<file path="src/rtl/xts_pkg.sv">
package xts_pkg;
    localparam int CNT_W = 64;
    localparam int REG_W = 32;

    localparam logic [2:0] ADR_CTRL    = 3'd0;
    localparam logic [2:0] ADR_WALL    = 3'd1;
    localparam logic [2:0] ADR_SYS_LO  = 3'd2;
    localparam logic [2:0] ADR_SYS_HI  = 3'd3;
    localparam logic [2:0] ADR_LINK_LO = 3'd4;
    localparam logic [2:0] ADR_LINK_HI = 3'd5;

    localparam int BIT_DIR  = 7;
    localparam int BIT_INIT = 8;
    localparam int BIT_DONE = 9;
    localparam int BIT_EDGE = 10;

    typedef enum logic [1:0] {
        PH_IDLE = 2'd0,
        PH_WAIT = 2'd1,
        PH_GRAB = 2'd2,
        PH_POST = 2'd3
    } xts_phase_e;
endpackage

</file>
<file path="src/rtl/xts_wallclock.sv">
module xts_wallclock #(
    parameter int CIF_MAX = 499,
    parameter int CIF_W   = 9,
    parameter int FRM_W   = 23
) (
    input  logic             clk,
    input  logic             rst_n,
    output logic [CIF_W-1:0] cif_o,
    output logic [FRM_W-1:0] frm_o
);
    typedef struct packed {
        logic [CIF_W-1:0] cif;
        logic [FRM_W-1:0] frm;
    } wc_t;

    wc_t wc_d, wc_q;

    always_comb begin
        wc_d = wc_q;
        if (wc_q.cif == CIF_W'(CIF_MAX)) begin
            wc_d.cif = '0;
            wc_d.frm = wc_q.frm + 1'b1;
        end else begin
            wc_d.cif = wc_q.cif + 1'b1;
        end
    end

    always_ff @(posedge clk or negedge rst_n) begin
        if (!rst_n) wc_q <= '0;
        else        wc_q <= wc_d;
    end

    assign cif_o = wc_q.cif;
    assign frm_o = wc_q.frm;


    cif_range_chk: assert property (@(posedge clk) disable iff (!rst_n)
        wc_q.cif <= CIF_W'(CIF_MAX));


    cif_wrap_chk: assert property (@(posedge clk) disable iff (!rst_n)
        (wc_q.cif == CIF_W'(CIF_MAX)) |=>
            (wc_q.cif == '0) && (wc_q.frm == FRM_W'($past(wc_q.frm) + 1'b1)));
endmodule

</file>
<file path="src/rtl/xts_pos_select.sv">
module xts_pos_select #(
    parameter int NUM_STREAMS = 4,
    parameter int CH_W        = 2,
    parameter int POS_W       = 64
) (
    input  logic [NUM_STREAMS*POS_W-1:0] play_pos_i,
    input  logic [NUM_STREAMS*POS_W-1:0] cap_pos_i,
    input  logic                         sel_dir_i,
    input  logic [CH_W-1:0]              sel_ch_i,
    output logic [POS_W-1:0]             pos_o
);
    logic [POS_W-1:0] play_a [NUM_STREAMS];
    logic [POS_W-1:0] cap_a  [NUM_STREAMS];

    for (genvar g = 0; g < NUM_STREAMS; g++) begin : g_unpack
        assign play_a[g] = play_pos_i[g*POS_W +: POS_W];
        assign cap_a[g]  = cap_pos_i[g*POS_W +: POS_W];
    end

    always_comb begin
        pos_o = '0;
        for (int i = 0; i < NUM_STREAMS; i++) begin
            if (CH_W'(i) == sel_ch_i) pos_o = sel_dir_i ? play_a[i] : cap_a[i];
        end
    end
endmodule

</file>
<file path="src/rtl/xts_snap_unit.sv">
module xts_snap_unit
    import xts_pkg::*;
#(
    parameter int NUM_STREAMS = 4,
    parameter int CIF_MAX     = 499,
    parameter int GUARD       = 10
) (
    input  logic                         clk,
    input  logic                         rst_n,
    input  logic                         reg_wr,
    input  logic                         reg_rd,
    input  logic [2:0]                   reg_addr,
    input  logic [REG_W-1:0]             reg_wdata,
    output logic [REG_W-1:0]             reg_rdata,
    input  logic [CNT_W-1:0]             sys_time,
    input  logic [NUM_STREAMS*CNT_W-1:0] play_pos,
    input  logic [NUM_STREAMS*CNT_W-1:0] cap_pos
);
    localparam int CH_W  = (NUM_STREAMS > 1) ? $clog2(NUM_STREAMS) : 1;
    localparam int CIF_W = $clog2(CIF_MAX + 1);
    localparam int FRM_W = REG_W - CIF_W;

    typedef struct packed {
        xts_phase_e       phase;
        logic             done;
        logic             dir;
        logic [CH_W-1:0]  ch;
        logic [REG_W-1:0] wall;
        logic [CNT_W-1:0] sys;
        logic [CNT_W-1:0] link;
        logic             edge_flag;
    } snap_t;

    snap_t s_d, s_q;

    logic [CIF_W-1:0] cif;
    logic [FRM_W-1:0] frm;
    logic [CNT_W-1:0] sel_pos;
    logic             wr_ctrl;
    logic             unused_wdata;

    xts_wallclock #(
        .CIF_MAX (CIF_MAX),
        .CIF_W   (CIF_W),
        .FRM_W   (FRM_W)
    ) u_wall (
        .clk   (clk),
        .rst_n (rst_n),
        .cif_o (cif),
        .frm_o (frm)
    );

    xts_pos_select #(
        .NUM_STREAMS (NUM_STREAMS),
        .CH_W        (CH_W),
        .POS_W       (CNT_W)
    ) u_sel (
        .play_pos_i (play_pos),
        .cap_pos_i  (cap_pos),
        .sel_dir_i  (s_q.dir),
        .sel_ch_i   (s_q.ch),
        .pos_o      (sel_pos)
    );

    assign wr_ctrl      = reg_wr && (reg_addr == ADR_CTRL);
    assign unused_wdata = ^reg_wdata;

    always_comb begin
        s_d = s_q;
        unique case (s_q.phase)
            PH_WAIT: s_d.phase = PH_GRAB;
            PH_GRAB: begin
                s_d.wall      = {frm, cif};
                s_d.sys       = sys_time;
                s_d.link      = sel_pos;
                s_d.edge_flag = (cif <= CIF_W'(GUARD)) ||
                                (cif >= CIF_W'(CIF_MAX - GUARD));
                s_d.phase     = PH_POST;
            end
            PH_POST: begin
                s_d.done  = 1'b1;
                s_d.phase = PH_IDLE;
            end
            default: begin
                if (wr_ctrl) begin
                    s_d.ch  = reg_wdata[CH_W-1:0];
                    s_d.dir = reg_wdata[BIT_DIR];
                    if (reg_wdata[BIT_DONE]) s_d.done = 1'b0;
                    if (reg_wdata[BIT_INIT] && (!s_q.done || reg_wdata[BIT_DONE]))
                        s_d.phase = PH_WAIT;
                end
            end
        endcase
    end

    always_ff @(posedge clk or negedge rst_n) begin
        if (!rst_n) s_q <= '0;
        else        s_q <= s_d;
    end

    always_comb begin
        reg_rdata = '0;
        if (reg_rd) begin
            unique case (reg_addr)
                ADR_CTRL: begin
                    reg_rdata[CH_W-1:0] = s_q.ch;
                    reg_rdata[BIT_DIR]  = s_q.dir;
                    reg_rdata[BIT_INIT] = (s_q.phase != PH_IDLE);
                    reg_rdata[BIT_DONE] = s_q.done;
                    reg_rdata[BIT_EDGE] = s_q.edge_flag;
                end
                ADR_WALL:    reg_rdata = s_q.wall;
                ADR_SYS_LO:  reg_rdata = s_q.sys[REG_W-1:0];
                ADR_SYS_HI:  reg_rdata = s_q.sys[CNT_W-1:REG_W];
                ADR_LINK_LO: reg_rdata = s_q.link[REG_W-1:0];
                ADR_LINK_HI: reg_rdata = s_q.link[CNT_W-1:REG_W];
                default:     reg_rdata = '0;
            endcase
        end
    end


    busy_done_excl_chk: assert property (@(posedge clk) disable iff (!rst_n)
        (s_q.phase != PH_IDLE) |-> !s_q.done);


    grab_then_done_chk: assert property (@(posedge clk) disable iff (!rst_n)
        (s_q.phase == PH_GRAB) |=> (s_q.phase == PH_POST) ##1 s_q.done);


    snap_hold_chk: assert property (@(posedge clk) disable iff (!rst_n)
        s_q.done |=> ($stable(s_q.sys) && $stable(s_q.link) && $stable(s_q.wall)));


    init_ignored_chk: assert property (@(posedge clk) disable iff (!rst_n)
        (s_q.done && wr_ctrl && reg_wdata[BIT_INIT] && !reg_wdata[BIT_DONE])
            |=> (s_q.phase == PH_IDLE) && s_q.done);


    ack_clear_chk: assert property (@(posedge clk) disable iff (!rst_n)
        (wr_ctrl && reg_wdata[BIT_DONE] && (s_q.phase == PH_IDLE)) |=> !s_q.done);
endmodule

</file>
<file path="config.mk">
export PLATFORM = sky130hd
export DESIGN_NAME = xts_snap_unit
export DESIGN_NICKNAME = d
export VERILOG_FILES = /design/src/rtl/xts_pkg.sv /design/src/rtl/xts_wallclock.sv /design/src/rtl/xts_pos_select.sv /design/src/rtl/xts_snap_unit.sv
export SDC_FILE = /design/constraint.sdc
export NUM_CORES = 1
export LEC_CHECK = 0
export BUFFER_PORTS_ARGS = -buffer_cell sky130_fd_sc_hd__buf_4
export CAP_MARGIN = 10
export CELL_PAD_IN_SITES_DETAIL_PLACEMENT = 1
export CELL_PAD_IN_SITES_GLOBAL_PLACEMENT = 2
export CORE_AREA = 2 2 252 254
export DETAILED_ROUTE_END_ITERATION = 12
export DIE_AREA = 0 0 254 256
export PLACE_DENSITY_LB_ADDON = 0.1
export SETUP_SLACK_MARGIN = 0.4
export SLEW_MARGIN = 20
export SYNTH_ARGS = -nofsm -noshare
export SYNTH_HDL_FRONTEND = slang
export SYNTH_SLANG_ARGS = --single-unit
</file>
<file path="constraint.sdc">
create_clock -name clk -period 2.2 [get_ports clk]
set_clock_uncertainty 0.1 [all_clocks]
set_input_delay 0.11 -clock clk [delete_from_list [all_inputs] [get_ports clk]]
set_output_delay 0.11 -clock clk [all_outputs]
set_load 0.05 [all_outputs]
</file>
* After elaboration in Yosys (flattened, before gate mapping)
Index checks and enable logic that the tools add are counted.
W data, S select, Z words.
** Word-level totals
- Register bits :: 199
- Bits in latches :: 0
- Bits in writable memories :: 0
- ROM bits :: 0
- Input port bits :: 615
- Output and inout port bits :: 32
- Word-level logic and storage cells :: 64
- Memories :: 0
** Cells by class
- Add/subtract/negate cells :: 2
- $mul :: 0
- Divide/modulo/power cells :: 0
- $lt $le $gt $ge :: 2
- Equal/unequal tests :: 12
- Shifts and indexed selects :: 0
- Multiplexer cells :: 19
- Bitwise operators :: 2
- Reduce and logical (&&, ||, !) cells :: 17
** Operators by type and width (count)
- $mux W64 :: 8
- $pmux W21 S5 :: 1
- $mux W32 :: 1
- $pmux W5 S5 :: 1
- $pmux W4 S6 :: 1
- $add A23 B1 Y23 const B :: 1
- $pmux W2 S6 :: 1
- $add A9 B1 Y9 const B :: 1
- $eq A9 B9 Y1 const B :: 1
- $ge A9 B9 Y1 const B :: 1
- $le A9 B4 Y1 const B :: 1
- $mux W9 :: 1
- $reduce_bool A4 Y1 :: 2
- $eq A3 B2 Y1 const B :: 2
- $eq A3 B3 Y1 const B :: 2
- $mux W6 :: 1
- $pmux W2 S3 :: 1
- $reduce_bool A2 Y1 :: 3
- $eq A2 B2 Y1 const A :: 2
- $eq A2 B2 Y1 const B :: 2
- $reduce_and A2 Y1 :: 2
- $eq A3 B1 Y1 const B :: 1
- $logic_not A3 Y1 :: 1
- $reduce_and A3 Y1 :: 1
- other kinds (12) :: 15

* Longest topological paths before layout
Gate-level depths: netlist of run 1.
- Depth after elaboration :: 6
- Mapped depth :: 8
- Gate-level depth less buffers :: 6

* Cells and area by module
Synthesis of run 1 repeated with hierarchy kept, for this count alone.
** Unflattened totals
- Cell total of the unflattened synthesis :: 1029
- Area total of the unflattened synthesis :: 13037.5 µm²
** Modules (own cells, without submodules)
- xts_snap_unit :: times used 1, cells each 582, area an instance 7618.6 µm²
- xts_pos_select :: times used 1, cells each 314, area an instance 3901.2 µm²
- xts_wallclock :: times used 1, cells each 133, area an instance 1517.7 µm²

* Worst setup path after synthesis of run 1
OpenSTA, ideal clock, no wires.
- Path type :: input to output
- From :: input reg_addr[0]
- To :: output reg_rdata[10]
- Data arrival time :: 1.987 ns
- Data required time :: 1.990 ns
- Path slack :: 0.003 ns
- Stages on the path :: 5
- Buffers on the path :: 3
- Path through :: buf_2 > buf_4 > buf_2 > a221oi_1 > a211oi_1
** Between the ends
- Longest elaborated chain between the ends :: 3
** Ends and longest elaborated chain
- from (decl) :: line xts_snap_unit.sv:12 : input logic [2:0] reg_addr,
- $eq A3 B3 Y1 (tied with other cells) :: line xts_snap_unit.sv:104 : unique case (reg_addr)
- $pmux W4 S6 (*) :: line xts_snap_unit.sv:104
- $mux W32 (*) :: line xts_snap_unit.sv:103 : if (reg_rd) begin
- to (decl) :: line xts_snap_unit.sv:14 : output logic [REG_W-1:0] reg_rdata,
Every way passes the cells marked *; elsewhere a longest branch is shown, timed or not.

* Worst setup path in the final report of run 1
- From :: register s_q[163] (netlist bit)
- To :: register s_q[2] (netlist bit)
** Between the ends
- Longest elaborated chain between the ends :: 5
** Ends and longest elaborated chain
- from (decl) :: line xts_snap_unit.sv:34 : snap_t s_d, s_q;
- from (signal assigned) :: line xts_snap_unit.sv:97 : if (!rst_n) s_q <= '0;
- from (signal assigned) :: line xts_snap_unit.sv:98 : else s_q <= s_d;
- $mux W64 (4 in series) :: line xts_pos_select.sv:23 : if (CH_W'(i) == sel_ch_i) pos_o = sel_dir_i ? play_a[i] : cap_a[i];
- $mux W64 (*) :: line xts_pos_select.sv:23
Marked as above.
A chain may end at the register's enable or synchronous reset.

==> results of run 1 <==
==> routing by layer <==
| layer | vias up | routed length, um |
|---|---|---|
| met3 | 63 | 3310 |
| met4 | 0 | 1640 |
| met2 | 363 | 41000 |
| met1 | 7439 | 32300 |
| met5 | - | 0 |
| li1 | 6968 | - |
==> cells by family after synthesis <==
logic type / Yosys count
mux: 358
compound gates: 329
simple gates: 269
flops: 199
buf+inv: 152
xor+xnor: 26
fa+ha+maj: 8
==> worst max-delay path by stage <==
stage	from	cells after the start	endpoint	slack, ns
floorplan	u_wall.cif_o[0]$_DFF_PN0_	5	u_wall.frm_o[1]$_DFFE_PN0N_	0.43
global placement	s_q[163]$_DFFE_PN0P_	7	s_q[26]$_DFFE_PN0P_	-0.05
detailed placement	s_q[163]$_DFFE_PN0P_	7	s_q[18]$_DFFE_PN0P_	-0.09
CTS	s_q[53]$_DFFE_PN0P_	5	reg_rdata[20]	0.1
global route	s_q[162]$_DFFE_PN0P_	6	reg_rdata[1]	0.08
finish	s_q[163]$_DFFE_PN0P_	10	s_q[2]$_DFFE_PN0P_	0.16
==> stage by stage <==
| step | hold WS, ns | setup TNS, ns | setup slack, ns | cells |
|---|---|---|---|---|
| after floorplan | -0.286 | 0 | 0.427 | 1341 |
| after global placement | -0.000548 | -0.124 | -0.0451 | 2749 |
| after detailed placement | -0.00492 | -0.198 | -0.0924 | 2749 |
| after CTS | 0.000587 | 0 | 0.0991 | 3173 |
| after global routing | -0.0134 | 0 | 0.0797 | 3217 |
| final | -0.00585 | 0 | 0.156 | 3218 |
==> timing repair <==
action,CTS,global route
buffers inserted,50,22
pin swaps,80,91
hold endpoints to repair,324,1
hold buffers,324,2
resized for setup,265,170
gates cloned,19,10
endpoints found under the setup margin,119,210
==> cells in the final DEF, fill, tap and decap left out, types with 29 or more instances in the layout <==
master / netlist / layout
mux2_2: 138 / 131
dfrtp_1: 199 / 184
nor2_1: 134 / 104
a21oi_2: 0 / 71
mux2i_1: 212 / 144
buf_6: 1 / 58
buf_12: 0 / 32
mux2i_4: 0 / 29
o22ai_1: 63 / 40
buf_4: 14 / 650
a21oi_1: 125 / 51
inv_1: 36 / 34
mux2i_2: 0 / 39
nand2_1: 43 / 42
dlygate4sd3_1: 0 / 325
==> state kept, by name, indices dropped and copies added (netlist names) <==
name and flops:
u_wall.cif_o 9, s_q 167, u_wall.frm_o 23
==> power groups by stage <==
stage / Clock (W) / Sequential [W] / Combinational (W)
final: 0.00342 / 0.00612 / 0.0182
after global routing: 0.00368 / 0.00628 / 0.0193
after CTS: 0.00357 / 0.00605 / 0.0163
after detailed placement: 0 / 0.00600 / 0.0121
after global placement: 0 / 0.00596 / 0.0120
after floorplan: 0 / 0.00552 / 0.00784
==> critical path, stage by stage, from the launching register on <==
cell and delay [ns]:
dfrtp_4 0.53, buf_6 0.14, buf_6 0.12, buf_16 0.14, buf_6 0.12, buf_12 0.12
mux2i_2 0.19, o22ai_2 0.09, nor3_2 0.20, buf_4 0.15, nor2_2 0.03
==> area by class of cell <==
type	instances	area share
clock buffers	19	0.0172
clock inverters	12	0.00604
multi-input cells	990	0.345
well taps	846	0.0402
diodes	12	0.00114
repair buffers	1103	0.395
inverters	37	0.00528
flip-flops and latches	199	0.190
==> out/results.tsv, run 1 <==
stage	metric	value	unit
status	status	finished with violations	
status	violations	hold timing	
cts	clock_latency	0.49	ns
cts	cts_buffers	17	
cts	htreeDepth	4	
hold_path	min_to	s_q[58]$_DFFE_PN0P_	
final_layout	nNetsFinal	2971	
placement	io_buffers	619	
drt	routed_wl	78.2	mm
synth	synth_edf_count	0	
cts	cts_tree	done	
pwr	power_frac_clock	0.123	
synth	synth_compound_area_frac	0.155	
global_routing	gr-total-overflow	0	
global_routing	antenna_found_initial	12	
synth	synth_mux_area_frac	0.292	
pwr	power_switching	0.0114	W
synth	avgSynthCellArea	9.85	um2
synth	synthesis.nets	1964	
synth	ys_seq_area_frac	0.377	
synth	synth_area	13200	um2
sta	hold_viol_final	3	
worst_setup_path	reg2reg_depth	10	
worst_setup_path	r2r-start	s_q[163]$_DFFE_PN0P_	
sta	slew_headroom	0.496	
pwr	p_int	0.0163	W
global_routing	grt_usage	0.233	
synth	synth_warnings	0	
pwr	p_total	0.0277	W
synth	yosysTopAreaCell	dfrtp_1	
worst_setup_path	r2r_setup_slack	0.16	ns
synth	synth_top_cells_by_count	mux2i_1, dfrtp_1, mux2_2	
sta	post-route-min-period	2.04	ns
synth	yosys-top-cells-area	dfrtp_1, mux2i_1, mux2_2	
synth	yosys.area.top_type_share	0.377	
global_routing	busiest_layer	met2	
synth	syn_inst	1341	
placement	gp_congestion	0.864	
pwr	worst_ir_drop_vdd	642	uV
cts	clock_path_buffers	2	
worst_setup_path	critPathLaunchType	register	
sta	drv_slew	0	
hold_path	holdCritPathClass	input port to register	
worst_setup_path	cp.arrival	2.33	ns
placement	place_area	19200	um2
final_layout	areaGrowthSynthToFinish	99.1	%
global_routing	grtUsageMet2	0.418	
floorplanning	fp.dieH	256	um
synth	async_flop_share	1.00	
global_routing	grt_pass1_wl	110	mm
floorplanning	die_w	254	um
placement	hpwl	56.1	mm
synth	synth_ff_type	dfrtp_1	
drt	drtIter0Drc	495	
global_routing	use_met3	0.0443	
synth	yosysUniqueCellTypes	60	
synth	synth_top_family_by_area	multiplexers	
final_layout	final_cell_area	26300	um2
floorplanning	dieArea	65000	um2
synth	ys_seq_elements	199	
floorplanning	coreArea	62400	um2
global_routing	grt_max_degree	64	
pwr	p_seq_frac	0.221	
final_layout	seq_area	5000	um2
drt	via_count	14800	
worst_setup_path	r2r_end	s_q[2]$_DFFE_PN0P_	
pwr	leakagePower	11.3	nW
sta	setup_viol	0	
pwr	p_per_area	1050	nW/um2
synth	synthAdderAreaFrac	0.00758	
worst_setup_path	crit_type	register to register	
flow_run	maxCapViolCount	0	
sta	tightest_slew	0.745	ns
worst_setup_path	worstPathMaxFanout	7	
pwr	power_frac_comb	0.656	
cts	clkSlewWorstSetupHoldPaths	0.08	ns
cts	cts_root_buffer	clkbuf_16	
final_layout	drive_above_1_share	0.525	
cts	cts_sinks	199	
drt	firstDrtPassIters	4	
global_routing	grt_pass1_vias	16800	
final_layout	post-route-util	0.422	
final_layout	multiInputGateArea	9070	um2
floorplanning	top_level_ports	647	
synth	synthXorXnorAreaFrac	0.0172	
synth	yosysMostFrequentCell	mux2i_1	
hold_path	min_from	play_pos[185]	
worst_setup_path	end_kind	register	
drt	viasPerCell	4.61	
synth	synth_simple_gate_area_frac	0.0990	
drt	wl_per_cell	24.3	um
sta	rsz0062_at_grt	yes	
final_layout	fillers	6841	
floorplanning	rows	92	
worst_setup_path	required	2.48	ns
global_routing	grt_util_met1	0.280	
pwr	switching_share	0.413	
sta	period_share	0.929	
drt	drc	0	
floorplanning	start_util	0.212	
sta	whs	-0.00585	ns
hold_path	holdPathStages	5	
sta	timing.fmax	0.489	GHz
drt	ant_nets	0	
Note: power is estimated with default switching activity, not from simulation.
==> run 2: changes to the inputs <==
GPL_TIMING_DRIVEN = 0   (was default)
PLACE_DENSITY = 0.77   (was default)
PLACE_DENSITY_LB_ADDON = default   (was 0.1)
clock period = 1.7 ns   (was 2.2 ns; I/O delays follow)
==> run 2 against run 1 <==
  * Worst hold slack lost 0.062 ns
  * Largest power group unchanged
  * Highest routed layer is now met5
  * Setup slack lost 0.68 ns
  * Largest cell class unchanged
  * Cell count grew 2.3%
  * Combinational power grew 54%
  * Wire length grew 8.1%
  * Sequential power grew 32%
  * Global-route usage grew 1.7 points
  * Sequential cell count is the same
  * The run ends with hold timing, setup timing left
  * Sequential share of layout area shrank 1.4 points
  * Die area is the same
==> out/results.tsv, run 2 (synthesis results as in run 1) <==
stage	metric	value	unit	change
hold_path	holdCritPathClass	input port to async pin		
placement	gp_congestion	0.889		+2.8%
final_layout	areaGrowthSynthToFinish	115	%	
sta	post-route-min-period	2.22	ns	
pwr	p_total	0.0407	W	+47%
cts	cts_root_buffer	clkbuf_16		
drt	wl_per_cell	25.7	um	+5.7%
final_layout	largest_register_ff_count	167		unchanged
floorplanning	top_level_ports	647		unchanged
sta	slew_headroom	0.361		-0.135
flow_run	maxCapViolCount	0		unchanged
drt	drtIter0Drc	647		+31%
sta	drv_slew	0		unchanged
floorplanning	fp.dieH	256	um	unchanged
final_layout	seq_area	5000	um2	-0.13%
global_routing	gr-total-overflow	0		unchanged
status	violations	hold timing, setup timing		
final_layout	drive_above_1_share	0.550		+0.0243
sta	hold_viol_final	23		+20
floorplanning	coreArea	62400	um2	unchanged
global_routing	grt_pass1_vias	17700		+5.8%
pwr	leakagePower	12.2	nW	+8.2%
global_routing	grt_usage	0.250		+0.0170
drt	viasPerCell	4.74		+2.8%
placement	hpwl	60.8	mm	+8.4%
final_layout	multiInputGateArea	10200	um2	+13%
worst_setup_path	end_kind	primary output		
final_layout	nNetsFinal	3053		+2.8%
worst_setup_path	critPathLaunchType	register		
cts	cts_sinks	199		unchanged
global_routing	grt_pass1_wl	118	mm	+7.4%
final_layout	post-route-util	0.454		+0.0327
cts	cts_buffers	17		unchanged
sta	whs	-0.0675	ns	-0.0617 ns
global_routing	antenna_found_initial	6		-6
worst_setup_path	crit_type	register to primary output		
drt	ant_nets	0		unchanged
cts	clkSlewWorstSetupHoldPaths	0.08	ns	about the same
sta	setup_viol	211		+211
cts	clock_path_buffers	2		unchanged
status	status	finished with violations		
floorplanning	die_w	254	um	unchanged
sta	fin_ws	-0.522	ns	-0.678 ns
cts	cts_tree	done		
floorplanning	rows	92		unchanged
cts	cts_hold_buf	327		+0.93%
drt	firstDrtPassIters	5		+1
drt	via_count	15600		+5.1%
cts	htreeDepth	4		unchanged
sta	timing.fmax	0.450	GHz	
final_layout	final_cell_mix	buf_4, dlygate4sd3_1, dfrtp_1		
final_layout	regMostFlops	s_q		
final_layout	fillers	6666		-2.6%
drt	routed_wl	84.5	mm	+8.1%
placement	io_buffers	618		-0.16%
sta	rsz0062_at_grt	yes		
placement	dp_slack	-0.892	ns	-0.800 ns
final_layout	final_common_cell	buf_4		
floorplanning	start_util	0.212		unchanged
cts	clock_latency	0.49	ns	about the same
sta	tightest_slew	0.955	ns	+0.210 ns
drt	drc	0		unchanged
worst_setup_path	cp.arrival	2.04	ns	-0.29 ns
worst_setup_path	required	1.51	ns	-0.97 ns
sta	period_share	1.31		
floorplanning	dieArea	65000	um2	unchanged
pwr	p_per_area	1440	nW/um2	+36%
global_routing	grt_max_degree	90		+41%
worst_setup_path	worstPathMaxFanout	2		-5
pwr	worst_ir_drop_vdd	766	uV	+19%
## run 2: cell types whose count changed in the layout (fill, tap and decap cells not counted), sizes merged, moves of 3 or more
cell	previous run	this run
diode	12	2
bufbuf	4	1
clkinv	5	1
clkinvlp	0	3
clkbuf	27	63
buf	766	814
## run 2: power by group
part | internal [W] | total (W) | switching [W]
Clock | 0.00241 | 0.00451 | 0.00210
Combinational | 0.0148 | 0.0281 | 0.0133
Sequential | 0.00649 | 0.00809 | 0.00160
## run 2: metal layers
| layer | share of wire | wire, um | global-route usage | vias to the layer above |
|---|---|---|---|---|
| met1 | 0.40 | 34100 | 0.294 | 7875 |
| met5 | 0.00015 | 13 | 0 | - |
| met2 | 0.53 | 45100 | 0.465 | 494 |
| li1 | - | - | - | 7110 |
| met3 | 0.036 | 3010 | 0.0325 | 111 |
| met4 | 0.027 | 2270 | 0.0735 | 2 |
## run 2: through the flow
| step | setup TNS [ns] | instance area, um2 | hold WS, ns | std cells |
|---|---|---|---|---|
| after CTS | -45.03 | 27000 | -0.104 | 3235 |
| final | -51.08 | 28300 | -0.0675 | 3291 |
| after global placement | -221.19 | 20500 | 0.220 | 2805 |
| after global routing | -60.78 | 28300 | -0.0629 | 3291 |
| after floorplan | 0 | 14800 | -0.311 | 1341 |
| after detailed placement | -35.45 | 20500 | -0.150 | 2807 |
## run 2: worst max-delay path, stage by stage (launching register included)
cell       delay (ns)
dfrtp_1          0.39
buf_8            0.14
clkbuf_16        0.14
mux2i_4          0.15
o2bb2ai_2        0.07
a222oi_1         0.42
nor2_4           0.07
buf_8            0.17
## run 2: worst paths after layout
check                                             startpoint                            to  slack [ns]  depth (start not counted)
max in group asynchronous                              rst_n           s_q[32]$_DFFE_PN0P_        0.75                          3
worst max-delay path                    s_q[162]$_DFFE_PN0P_                  reg_rdata[1]       -0.52                          7
worst max register to register          s_q[162]$_DFFE_PN0P_           s_q[60]$_DFFE_PN0P_       -0.42                         11
worst min-delay path                                   rst_n          s_q[119]$_DFFE_PN0P_       -0.07                          2
worst min register to register  u_wall.frm_o[22]$_DFFE_PN0N_  u_wall.frm_o[22]$_DFFE_PN0N_        0.40                          1
min in group clk                                 cap_pos[36]           s_q[37]$_DFFE_PN0P_        0.01                          4
## run 2: timing repair
| action | 4_1_cts | 5_1_grt |
|---|---|---|
| endpoints found under the hold margin | 328 | 23 |
| gates resized for setup | 363 | 183 |
| setup buffers | 57 | 48 |
| pin swaps | 112 | 110 |
| cloned | 12 | 6 |
| setup endpoints to repair | 229 | 229 |
## run 2: area by class of cell
class,count,share of cell area
buffer,115,0.0558
multi-input combinational,990,0.361
tap,846,0.0373
sequential,199,0.176
clock buffer,20,0.0158
inverter,37,0.00547
timing repair buffer,1070,0.342
clock inverter,12,0.00640
antenna,2,0.000177
==> run 3: changes to the inputs <==
CELL_PAD_IN_SITES_GLOBAL_PLACEMENT = 1   (was 2)
CORE_AREA = 2 2 250 252   (was 2 2 252 254)
DIE_AREA = 0 0 252 254   (was 0 0 254 256)
PLACE_DENSITY = 0.66   (was 0.77)
==> run 3 against run 2 <==
  * The flow still finishes with violations (hold timing, setup timing)
  * Cell count decreased by 3.0%
  * Count of clock-buffer cells in the layout shrank 1
  * First-iteration DRC count increased by 18%
  * Non-clock buffer count shrank 54
  * Critical path type unchanged
  * Critical endpoint unchanged
==> out/results.tsv, run 3 (synthesis results as in run 1) <==
stage	metric	value	unit	change
cts	htreeDepth	4		unchanged
cts	cts_sinks	199		unchanged
pwr	p_seq_frac	0.198		about the same
final_layout	stdcell_count	3191		-3.0%
worst_setup_path	crit_slowest_cell	dfrtp_1		
cts	cts_tree	done		
placement	gp_congestion	0.887		-0.18%
sta	slew_headroom	0.413		+0.0518
final_layout	final_cell_area	27900	um2	-1.5%
global_routing	grt_max_degree	92		+2.2%
placement	io_buffers	618		unchanged
worst_setup_path	worstPathCellList	buf_8 > clkbuf_16 > mux2i_1 > o2bb2ai_1 > a222oi_1 > nor2_4 > buf_6		
pwr	switching_share	0.414		-0.00284
pwr	power_frac_comb	0.700		+0.010
final_layout	nNetsFinal	2999		-1.8%
sta	whs	-0.0131	ns	+0.0544 ns
pwr	p_int	0.0240	W	+1.1%
drt	ant_nets	0		unchanged
drt	routed_wl	87.0	mm	+3.0%
cts	clock_path_buffers	2		unchanged
drt	wl_per_cell	27.3	um	+6.2%
sta	hold_viol_final	16		-30%
sta	period_share	1.27		-0.0380
global_routing	grt_usage	0.261		+0.0113
drt	firstDrtPassIters	4		-1
floorplanning	start_util	0.216		+0.00392
status	status	finished with violations		
sta	fin_ws	-0.457	ns	+0.0647 ns
hold_path	holdCritPathClass	input port to async pin		
sta	post-route-min-period	2.16	ns	-0.0647 ns
cts	clkSlewWorstSetupHoldPaths	0.08	ns	about the same
floorplanning	fp.dieH	254	um	-0.78%
sta	rsz0062_at_grt	yes		
global_routing	grt_pass1_vias	17500		-1.2%
drt	via_count	15700		+0.67%
floorplanning	coreArea	61300	um2	-1.8%
worst_setup_path	critPathLaunchType	register		
drt	drc	0		unchanged
final_layout	regMostFlops	s_q		
drt	viasPerCell	4.92		+3.8%
floorplanning	top_level_ports	647		unchanged
worst_setup_path	cp.arrival	1.97	ns	-0.07 ns
global_routing	gr-total-overflow	0		unchanged
worst_setup_path	critical_path_buf_inv_count	3		unchanged
pwr	worst_ir_drop_vdd	771	uV	+0.65%
cts	cts_buffers	17		unchanged
global_routing	grt_pass1_wl	120	mm	+1.3%
final_layout	drive_above_1_share	0.589		+0.0397
sta	drv_slew	0		unchanged
pwr	p_per_area	1470	nW/um2	+2.1%
status	violations	hold timing, setup timing		
worst_setup_path	end_kind	primary output		
sta	timing.fmax	0.464	GHz	+3.0%
floorplanning	rows	91		-1.1%
worst_setup_path	cp_top_family	compound AO/OA/AOI/OAI gates		
worst_setup_path	crit_type	register to primary output		
floorplanning	dieArea	64000	um2	-1.6%
placement	place_area	20500	um2	-0.34%
drt	drtIter0Drc	766		+18%
floorplanning	die_w	252	um	-0.79%
final_layout	largest_register_ff_count	167		unchanged
placement	hpwl	63.4	mm	+4.2%
final_layout	final_common_cell	buf_4		
sta	tightest_slew	0.878	ns	-0.0776 ns
placement	dp.cells	2751		-2.0%
pwr	power_switching	0.0169	W	about the same
pwr	leakagePower	12.1	nW	-1.1%
sta	setup_viol	208		-1.4%
global_routing	antenna_found_initial	17		+11
worst_setup_path	required	1.51	ns	about the same
worst_setup_path	max_stage_delay	0.39	ns	-0.03 ns
worst_setup_path	worstPathMaxFanout	3		+1
flow_run	maxCapViolCount	0		unchanged
final_layout	post-route-util	0.456		+0.00156
cts	clock_latency	0.46	ns	-0.03 ns
pwr	power_frac_clock	0.102		-0.009
cts	cts_root_buffer	clkbuf_16		
final_layout	areaGrowthSynthToFinish	111	%	
final_layout	final_cell_mix	buf_4, dlygate4sd3_1, dfrtp_1		
run 3: cell count changes in the layout (fill, tap and decap cells not counted), sizes merged, moves of 3 or more:
cell	change
clkbuf	-12
clkinvlp	-3
diode	+12
buf	+38
dlygate4sd3	-80
clkinv	+4
run 3: final cells by class:
class / instances / area (um2)
Antenna cell: 14 / 35.0
Timing Repair Buffer: 1016 / 9270
Inverter: 37 / 151
Buffer: 115 / 1670
Fill cell: 6556 / 33300
Multi-Input combinational cell: 990 / 10200
Tap cell: 790 / 988
Clock buffer: 19 / 453
Clock inverter: 11 / 115
Sequential cell: 199 / 5000
run 3: power groups by stage:
stage          logic (W)  clock network (W)  registers (W)
2_1_floorplan     0.0129                  0        0.00724
6_report          0.0287            0.00418        0.00809
3_5_place_dp      0.0189                  0        0.00781
3_3_place_gp      0.0186                  0        0.00775
5_1_grt           0.0300            0.00445        0.00824
4_1_cts           0.0260            0.00429        0.00799
run 3: metrics by stage:
stage / hold slack, ns / setup WS (ns) / TNS, ns / total power [W]
after floorplan: -0.311 / 0.0674 / 0 / 0.0202
after global placement: 0.221 / -1.18 / -222.01 / 0.0264
after detailed placement: -0.136 / -0.663 / -32.39 / 0.0267
after CTS: -0.0698 / -0.500 / -26.30 / 0.0383
after global routing: -0.0199 / -0.552 / -44.82 / 0.0427
final: -0.0131 / -0.457 / -35.78 / 0.0409
run 3: layer usage:
| metal | GRT usage | vias up | wire length, um |
|---|---|---|---|
| li1 | - | 7021 | - |
| met1 | 0.307 | 7971 | 35600 |
| met2 | 0.457 | 561 | 44000 |
| met3 | 0.0617 | 141 | 4090 |
| met4 | 0.102 | 2 | 3250 |
| met5 | 0 | - | 13 |
run 3: timing repair:
| action | in CTS | in global routing |
|---|---|---|
| resized for setup | 375 | 276 |
| pin swaps | 103 | 124 |
| setup endpoints to repair | 229 | 229 |
| hold buffers | 246 | 1 |
| hold endpoints to repair | 321 | 24 |
| gates cloned | 19 | 2 |
| buffers inserted | 86 | 42 |
run 3: worst register-to-register path, stage by stage (launching register included):
cell,delay [ns]
dfrtp_1,0.39
buf_8,0.13
buf_4,0.14
or2_4,0.24
buf_12,0.15
buf_12,0.15
a2bb2oi_2,0.14
o211ai_1,0.33
a21oi_1,0.12
run 3: final timing paths:
| check | startpoint | to | slack, ns | cells after the start |
|---|---|---|---|---|
| max in group asynchronous | rst_n | s_q[41]$_DFFE_PN0P_ | 0.71 | 3 |
| worst max register to register | s_q[162]$_DFFE_PN0P_ | s_q[39]$_DFFE_PN0P_ | -0.31 | 8 |
| worst min-delay path | rst_n | s_q[111]$_DFFE_PN0P_ | -0.01 | 2 |
| min in group clk | reg_addr[2] | s_q[164]$_DFFE_PN0P_ | 0.01 | 5 |
| worst max-delay path | s_q[162]$_DFFE_PN0P_ | reg_rdata[1] | -0.46 | 7 |
| worst min register to register | u_wall.frm_o[22]$_DFFE_PN0N_ | u_wall.frm_o[22]$_DFFE_PN0N_ | 0.39 | 1 |
